$ cat src/rtl/te_pkg.sv
package te_pkg;
  localparam int CTL_W = 32;
  localparam int RT_W  = 5;
  localparam logic [5:0] MAJOR_OP  = 6'b000000;
  localparam logic [5:0] EXT_OP    = 6'b111100;
  localparam logic [9:0] MINOR_DIS = 10'b0000010101;

  typedef struct packed {
    logic [5:0]      major;
    logic [RT_W-1:0] rt;
    logic [4:0]      zfield;
    logic [9:0]      minor;
    logic [5:0]      ext;
  } te_instr_t;

  typedef enum logic [1:0] {
    OUT_NONE = 2'd0,
    OUT_EXEC = 2'd1,
    OUT_RI   = 2'd2,
    OUT_CU   = 2'd3
  } te_outcome_t;

  // Fixed priority: missing feature, then denied access, then execute.
  function automatic te_outcome_t te_classify(input logic hit, input logic mt,
                                              input logic cop);
    te_outcome_t r;
    if (!hit)      r = OUT_NONE;
    else if (!mt)  r = OUT_RI;
    else if (!cop) r = OUT_CU;
    else           r = OUT_EXEC;
    return r;
  endfunction

  // Write the enable bit with the set/clear value and keep every other bit.
  function automatic logic [CTL_W-1:0] te_apply(input logic [CTL_W-1:0] old,
                                                input logic set_val,
                                                input int unsigned pos);
    logic [CTL_W-1:0] r;
    r = old;
    r[pos] = set_val;
    return r;
  endfunction
endpackage

$ cat src/rtl/te_decode.sv
module te_decode
  import te_pkg::*;
#(
  parameter logic [9:0] MINOR_EN = 10'b0000110101
) (
  input  logic [CTL_W-1:0] instr_i,
  input  logic             vld_i,
  input  logic             abort_i,
  output logic             hit_o,
  output logic             set_o,
  output logic [RT_W-1:0]  rt_o
);
  te_instr_t w;
  logic      frame_ok;
  logic      is_dis;
  logic      is_en;

  always_comb begin
    w        = te_instr_t'(instr_i);
    frame_ok = (w.major == MAJOR_OP) && (w.zfield == 5'd0) && (w.ext == EXT_OP);
    is_dis   = (w.minor == MINOR_DIS);
    is_en    = (w.minor == MINOR_EN);
    hit_o    = vld_i && !abort_i && frame_ok && (is_dis || is_en);
    set_o    = is_en;
    rt_o     = w.rt;
  end
endmodule

$ cat src/rtl/te_ctl_reg.sv
module te_ctl_reg
  import te_pkg::*;
#(
  parameter int TE_BIT = 15
) (
  input  logic             clk,
  input  logic             rst_n,
  input  logic             exec_i,
  input  logic             set_i,
  input  logic             busy_i,
  input  logic             sw_wr_i,
  input  logic [CTL_W-1:0] sw_data_i,
  output logic [CTL_W-1:0] ctl_o
);
  logic [CTL_W-1:0] ctl_q;
  logic [CTL_W-1:0] ctl_d;

  always_comb begin
    ctl_d = ctl_q;
    if (exec_i)                 ctl_d = te_apply(ctl_q, set_i, TE_BIT);
    else if (sw_wr_i && !busy_i) ctl_d = sw_data_i;
  end

  always_ff @(posedge clk) begin
    if (!rst_n) ctl_q <= '0;
    else        ctl_q <= ctl_d;
  end

  assign ctl_o = ctl_q;
endmodule

$ cat src/rtl/te_hazard.sv
module te_hazard (
  input  logic clk,
  input  logic rst_n,
  input  logic upd_i,
  input  logic rd_i,
  input  logic barrier_i,
  output logic pending_o,
  output logic stale_o
);
  logic pend_q;
  logic stale_q;

  always_ff @(posedge clk) begin
    if (!rst_n) begin
      pend_q  <= 1'b0;
      stale_q <= 1'b0;
    end else begin
      // A barrier in the same cycle as an update does not cover that update.
      if (upd_i)          pend_q <= 1'b1;
      else if (barrier_i) pend_q <= 1'b0;
      // A barrier is taken as ordered before a read in the same cycle.
      if (barrier_i)                 stale_q <= 1'b0;
      else if (rd_i && pend_q)       stale_q <= 1'b1;
    end
  end

  assign pending_o = pend_q;
  assign stale_o   = stale_q;
endmodule

$ cat src/rtl/te_ctl_unit.sv
module te_ctl_unit
  import te_pkg::*;
#(
  parameter int         TE_BIT   = 15,
  parameter logic [9:0] MINOR_EN = 10'b0000110101
) (
  input  logic                 clk,
  input  logic                 rst_n,
  input  logic [CTL_W-1:0]     instr_i,
  input  logic                 instr_vld_i,
  input  logic                 abort_i,
  input  logic                 cop_en_i,
  input  logic                 mt_impl_i,
  input  logic                 ctl_wr_i,
  input  logic [CTL_W-1:0]     ctl_wdata_i,
  input  logic                 barrier_i,
  input  logic                 ctl_rd_i,
  output logic                 rf_we_o,
  output logic [RT_W-1:0]      rf_addr_o,
  output logic [CTL_W-1:0]     rf_data_o,
  output logic [CTL_W-1:0]     ctl_o,
  output logic                 te_o,
  output logic                 exc_ri_o,
  output logic                 exc_cu_o,
  output logic                 stale_rd_o
);
  logic            dec_hit;
  logic            dec_set;
  logic [RT_W-1:0] dec_rt;
  te_outcome_t     outcome;
  logic            exec_evt;
  logic            ri_evt;
  logic            cu_evt;
  logic [CTL_W-1:0] ctl_q;
  logic            haz_pending;

  te_decode #(.MINOR_EN(MINOR_EN)) dec_i (
    .instr_i (instr_i),
    .vld_i   (instr_vld_i),
    .abort_i (abort_i),
    .hit_o   (dec_hit),
    .set_o   (dec_set),
    .rt_o    (dec_rt)
  );

  always_comb begin
    outcome  = te_classify(dec_hit, mt_impl_i, cop_en_i);
    exec_evt = (outcome == OUT_EXEC);
    ri_evt   = (outcome == OUT_RI);
    cu_evt   = (outcome == OUT_CU);
  end

  te_ctl_reg #(.TE_BIT(TE_BIT)) reg_i (
    .clk       (clk),
    .rst_n     (rst_n),
    .exec_i    (exec_evt),
    .set_i     (dec_set),
    .busy_i    (dec_hit),
    .sw_wr_i   (ctl_wr_i),
    .sw_data_i (ctl_wdata_i),
    .ctl_o     (ctl_q)
  );

  te_hazard haz_i (
    .clk       (clk),
    .rst_n     (rst_n),
    .upd_i     (exec_evt),
    .rd_i      (ctl_rd_i),
    .barrier_i (barrier_i),
    .pending_o (haz_pending),
    .stale_o   (stale_rd_o)
  );

  // Register-file port and exception pulses are captured on the same edge
  // that updates the control register, so both halves land together.
  always_ff @(posedge clk) begin
    if (!rst_n) begin
      rf_we_o   <= 1'b0;
      rf_addr_o <= '0;
      rf_data_o <= '0;
      exc_ri_o  <= 1'b0;
      exc_cu_o  <= 1'b0;
    end else begin
      rf_we_o  <= exec_evt && (dec_rt != '0);
      exc_ri_o <= ri_evt;
      exc_cu_o <= cu_evt;
      if (exec_evt) begin
        rf_addr_o <= dec_rt;
        rf_data_o <= ctl_q;
      end
    end
  end

  assign ctl_o = ctl_q;
  assign te_o  = ctl_q[TE_BIT];
endmodule

$ cat config.mk
export PLATFORM = sky130hd
export DESIGN_NAME = te_ctl_unit
export DESIGN_NICKNAME = d
export VERILOG_FILES = /design/src/rtl/te_pkg.sv /design/src/rtl/te_decode.sv /design/src/rtl/te_ctl_reg.sv /design/src/rtl/te_hazard.sv /design/src/rtl/te_ctl_unit.sv
export SDC_FILE = /design/constraint.sdc
export NUM_CORES = 1
export LEC_CHECK = 0
export ABC_AREA = 1
export BUFFER_PORTS_ARGS = -buffer_cell sky130_fd_sc_hd__buf_2
export CAP_MARGIN = 20
export CORE_MARGIN = 8
export CORE_UTILIZATION = 45
export DETAILED_ROUTE_END_ITERATION = 16
export GPL_ROUTABILITY_DRIVEN = 1
export PLACE_DENSITY_LB_ADDON = 0.25
export SLEW_MARGIN = 20
export SYNTH_ARGS = -nofsm -noshare
export SYNTH_HDL_FRONTEND = slang
export SYNTH_SLANG_ARGS = --single-unit
$ cat constraint.sdc
create_clock -name clk -period 1.7 [get_ports clk]
set_clock_uncertainty 0.05 [all_clocks]
set_input_delay 0.255 -clock clk [delete_from_list [all_inputs] [get_ports clk]]
set_output_delay 0.255 -clock clk [all_outputs]
set_load 0.01 [all_outputs]
# Word-level counts from Yosys, hierarchy flattened
# Index checks and enable logic that the tools add are counted.
# Widths: inputs -> output; s select.
totals:
  regBits: 74
  inputBits: 73
  out_inout_bits: 74
  wordCells: 42
op_classes:
  n_eq_ne: 6
  n_mux: 7
  bitwise: 2
  n_reduce_logical: 18
ops:
  columns: ["op", "count"]
  rows:
  - ["$mux 16", 2]
  - ["$eq 10x5->1 const B", 1]
  - ["$eq 10x6->1 const B", 1]
  - ["$logic_and 1x1->1", 8]
  - ["$eq 6x6->1 const B", 1]
  - ["$logic_not 6->1", 1]
  - ["$mux 2", 3]
  - ["$logic_not 5->1", 1]
  - ["$reduce_bool 5->1", 1]
  - ["$eq 2x2->1 const B", 2]
  - ["$reduce_bool 2->1", 2]
  - ["$eq 2x1->1 const B", 1]
  - ["$logic_not 1->1", 2]
  - ["$mux 1", 2]
  - ["$not 1->1", 2]
  - ["$reduce_and 2->1", 1]
  - ["$reduce_or 2->1", 1]
  - ["$logic_or 1x1->1", 1]

# Depth between registers and ports, before layout
logic_depth:
  depth_word: 9
  ltp_mapped: 11
  mapped_depth_nobuf: 10

# Modules after synthesis
# Synthesis repeated with hierarchy kept, for this count alone.
hier_totals:
  cells_unflattened: 445
  hier_area_um2: 3126.7
modules_own_cells:
  columns: ["module", "n_inst", "cells_each", "area_per_inst_um2", "seq_area_each_um2"]
  rows:
  - ["te_ctl_unit", 1, 250, 1630.3, 800.8]
  - ["te_ctl_reg", 1, 148, 1258.7, 640.6]
  - ["te_decode", 1, 37, 161.4, 0.0]
  - ["te_hazard", 1, 10, 76.3, 40.0]

# Least setup slack after synthesis
# No wires, ideal clock.
synth_path:
  kind: "input to register"
  from: "input port instr_i[14]"
  to: "register rf_data_o[0]"
  setup_time_ns: 0.113
  arrival_ns: 1.116
  required_time_ns: 1.537
  path_slack_ns: 0.421
  stages: 10
  n_path_buf: 2
  cell_sequence: "inv_1 nand2_1 nor2_1 nand2_2 nor2_1 nand3_1 buf_4 buf_6 nor2_1 nor2_1"
synth_via:
  elab_chain_cells: 5
  word_cells_on_any_way: 6
  classes_between: "3 x eq/ne; 1 x mux; 2 x reduce/logical"
synth_rtl:
  columns: ["element", "line_no", "text"]
  rows:
  - ["start: declaration", "te_ctl_unit.sv:9", "input logic [CTL_W-1:0] instr_i,"]
  - ["$eq 10x5->1 / $eq 10x6->1 (equally long branches)", "te_decode.sv:21, te_decode.sv:22", null]
  - ["$logic_or 1x1->1 *", "te_decode.sv:23", "hit_o = vld_i && !abort_i && frame_ok && (is_dis || is_en);"]
  - ["$logic_and 1x1->1 *", "te_decode.sv:23", null]
  - ["$mux 2 *", "te_pkg.sv:27", "if (!hit) r = OUT_NONE;"]
  - ["$eq 2x1->1 *", "te_ctl_unit.sv:48", "exec_evt = (outcome == OUT_EXEC);"]
  - ["end signal: assignment", "te_ctl_unit.sv:89", "rf_data_o <= ctl_q;"]
  - ["end: declaration", "te_ctl_unit.sv:20", "output logic [CTL_W-1:0] rf_data_o,"]
# Every way passes the cells marked *; elsewhere a longest branch is shown, timed or not.
# A chain may end at the register's enable or synchronous reset.

# Worst setup path in the final report
layout_path:
  from: "register reg_i.ctl_q[15], in the netlist reg_i.ctl_o[15]"
  to: "output port ctl_o[15]"
layout_rtl:
  columns: ["element", "line_no", "text"]
  rows:
  - ["start: declaration", "te_ctl_reg.sv:15", "logic [CTL_W-1:0] ctl_q;"]
  - ["start signal: assignment", "te_ctl_reg.sv:26", "else ctl_q <= ctl_d;"]
  - ["end: declaration", "te_ctl_unit.sv:21", "output logic [CTL_W-1:0] ctl_o,"]
# No word-level cell between the ends.

==> impl_metrics.yaml <==
status:
  status: "completed"
floorplan:
  core_um2: 6280
  die_h_um: 95.9
  die_w_um: 95.9
  die-area_um2: 9190
  placementRows: 29
  initial_core_util_pct: 45.7
  io_pins: 147
global_route:
  grt_pass1_wl_mm: 12.6
  grt_pass1_vias: 2733
  antenna_found_initial: 0
  grt_max_degree: 56
  track_usage_pct: 17.2
  overflow: 0
cells_and_area:
  num-nets-final: 610
  area_growth_pct: 35.7
  fillCellCount: 581
  layout-drive-gt1-share_pct: 32.8
  n_antenna_cell: 0
  multi_input_area_um2: 1180
  regArea_um2: 1480
worst_setup_path:
  crit_fanout: 4
  critPathBufInv: 1
  cp_data_required_time_ns: 1.39
  worstSetupPathType: "flop to output pin"
  cp_slowest_stage_delay_ns: 0.39
  path_cells: "buf_2"
  setup.worst_path.start_class: "flop"
  crit_arrival_ns: 0.88
  slowest_stage: "dfxtp_1"
  crit_family: "flip-flops"
  cp-end-kind: "output pin"
logic_synthesis:
  ys_seq_area_share_pct: 51.6
  yosysWarnings: 0
  synth_cell_types: 20
  synth_fp_nets: 466
  synth_top_area_cell: "dfxtp_1"
  syn_area_um2: 2870
  synth_seq_cells: 74
  synthTopCellsByArea: "dfxtp_1 (52%), nor2_1 (22%), o21ai_0 (6.8%), o21ai_1 (5.2%), nand2_1 (3.5%)"
  yosysTopAreaCellShare_pct: 51.6
  syn_avg_cell_area_um2: 7.30
  syn-instance-count: 393
clock_network:
  numCtsBuffers: 9
  clkLatencyLatePin_ns: 0.33
  cts_resized: 0
  clk_path_buf_depth: 2
  cts_tree: "done"
  h-tree-depth: 3
  clkTransAtPathRegs_ns: 0.08
  cts.sinks: 74
  root_buffer: "clkbuf_8"
  cts_hold_buffers: 0
  post_cts_buffers: 0
place:
  gp_congestion: 0.777
  port_buffers: 146
  hpwl_mm: 5.80
timing:
  setup_violations: 0
  fmax_mhz: 844
  slew_headroom_pct: 78.3
  fin_tns_setup_ns: 0
  hold_viol_final: 0
  post-route-period-util_pct: 69.7
  layout_min_cycle_time_ns: 1.19
  worstMarginPinSlew_ns: 0.325
  rsz0062_at_grt: "false"
  drv_slew: 0
power:
  p_leak_uw: 0.00215
  ir_drop_mv: 0.512
  p_per_area_nw_per_um2: 906
  total_power_uw: 3530
route:
  antenna_left: 0
  drt_wl_total_mm: 7.89
  dr.pass1.iters: 4
  drt_drc_violations_left: 0
  first_iter_violations: 130
  wl_per_cell_um: 12.7
  via_per_inst: 4.64
  via_count: 2873
run:
  maxCapViolCount: 0
hold_path:
  hp-class: "input pin to flop"
-- cells in the mapped netlist --
master      n
dfxtp_1    74
nand2_4     1
nor3_1      2
nand2_2     2
nor2_1    166
buf_4       2
clkbuf_1    8
nor2_8      1
o21ai_1    30
nor2_2      1
a211oi_1    1
buf_2       6
nor2_4      1
a21oi_1     1
nand3_1     5
buf_6       5
inv_1      19
inv_2       2
o21ai_0    39
nand2_1    27
-- per-layer routing --
metal / part of all wire, % / up-vias / track usage [%]
li1: - / 1519 / -
met1: 43 / 1264 / 20.7
met2: 48 / 84 / 28.5
met3: 7.6 / 6 / 5.07
met4: 0.77 / 0 / 6.53
met5: 0 / - / 0
-- final timing paths --
| kind | depth (start not counted) | slack, ns | from | end |
|---|---|---|---|---|
| setup / recovery | 1 | 0.51 | reg_i.ctl_o[15] | ctl_o[15] |
| hold / removal | 2 | 0.05 | barrier_i | haz_i.stale_o |
| setup reg to reg | 4 | 0.93 | reg_i.ctl_o[15] | reg_i.ctl_o[15] |
| hold reg to reg | 2 | 0.43 | haz_i.pending_o | haz_i.pending_o |
-- flip-flops by register name, indices dropped and copies added (netlist names) --
| register | flops |
|---|---|
| reg_i.ctl_o | 32 |
| rf_data_o | 32 |
| rf_addr_o | 5 |
| exc_cu_o | 1 |
| exc_ri_o | 1 |
| haz_i.pending_o | 1 |
| haz_i.stale_o | 1 |
| rf_we_o | 1 |
-- kinds of logic after synthesis --
logic type      count (synthesis)  synth area share (%)
buf+inv                        42                  7.32
flops                          74                  51.6
simple gates                  206                  28.6
compound gates                 71                  12.5
-- stage by stage --
step           util (%)  hold slack [ns]  std cells  worst slack (ns)  cell area, um^2
6_report           62.0           0.0471        619             0.515             3890
5_1_grt            62.0           0.0247        619             0.375             3890
4_1_cts            62.0           0.0299        619             0.493             3890
3_5_place_dp       58.8            0.389        603             0.197             3690
3_3_place_gp       58.8            0.386        603             0.223             3690
2_1_floorplan         -            0.277        393             0.421             2870
-- where the power goes --
part	internal, uW	total, uW	switching (uW)	leakage [uW]
sequential	1780	1820	37.6	0.000604
combinational	153	330	177	0.00145
clock	727	1380	651	0.0000962
total	2660	3530	866	0.00215
-- cell usage in the layout (no fill, tap or decap), drive strengths merged --
cell type and n:
nand3 5, clkinvlp 2, clkbuf 11, nor3 2
bufinv 1, dfxtp 74, a211oi 1, clkinv 1
a21oi 1, inv 22, buf 154, nor2 169
o21ai 69, nand2 30
-- area by class of cell --
cell class	count	share of cell area, %
inverters	21	2.02
clock inverters	5	1.61
multi-input cells	277	30.3
repair buffers	154	21.9
clock buffers	11	3.63
well taps	77	2.47
flip-flops and latches	74	38.0
No activity file was read; power rests on OpenSTA's default activity.
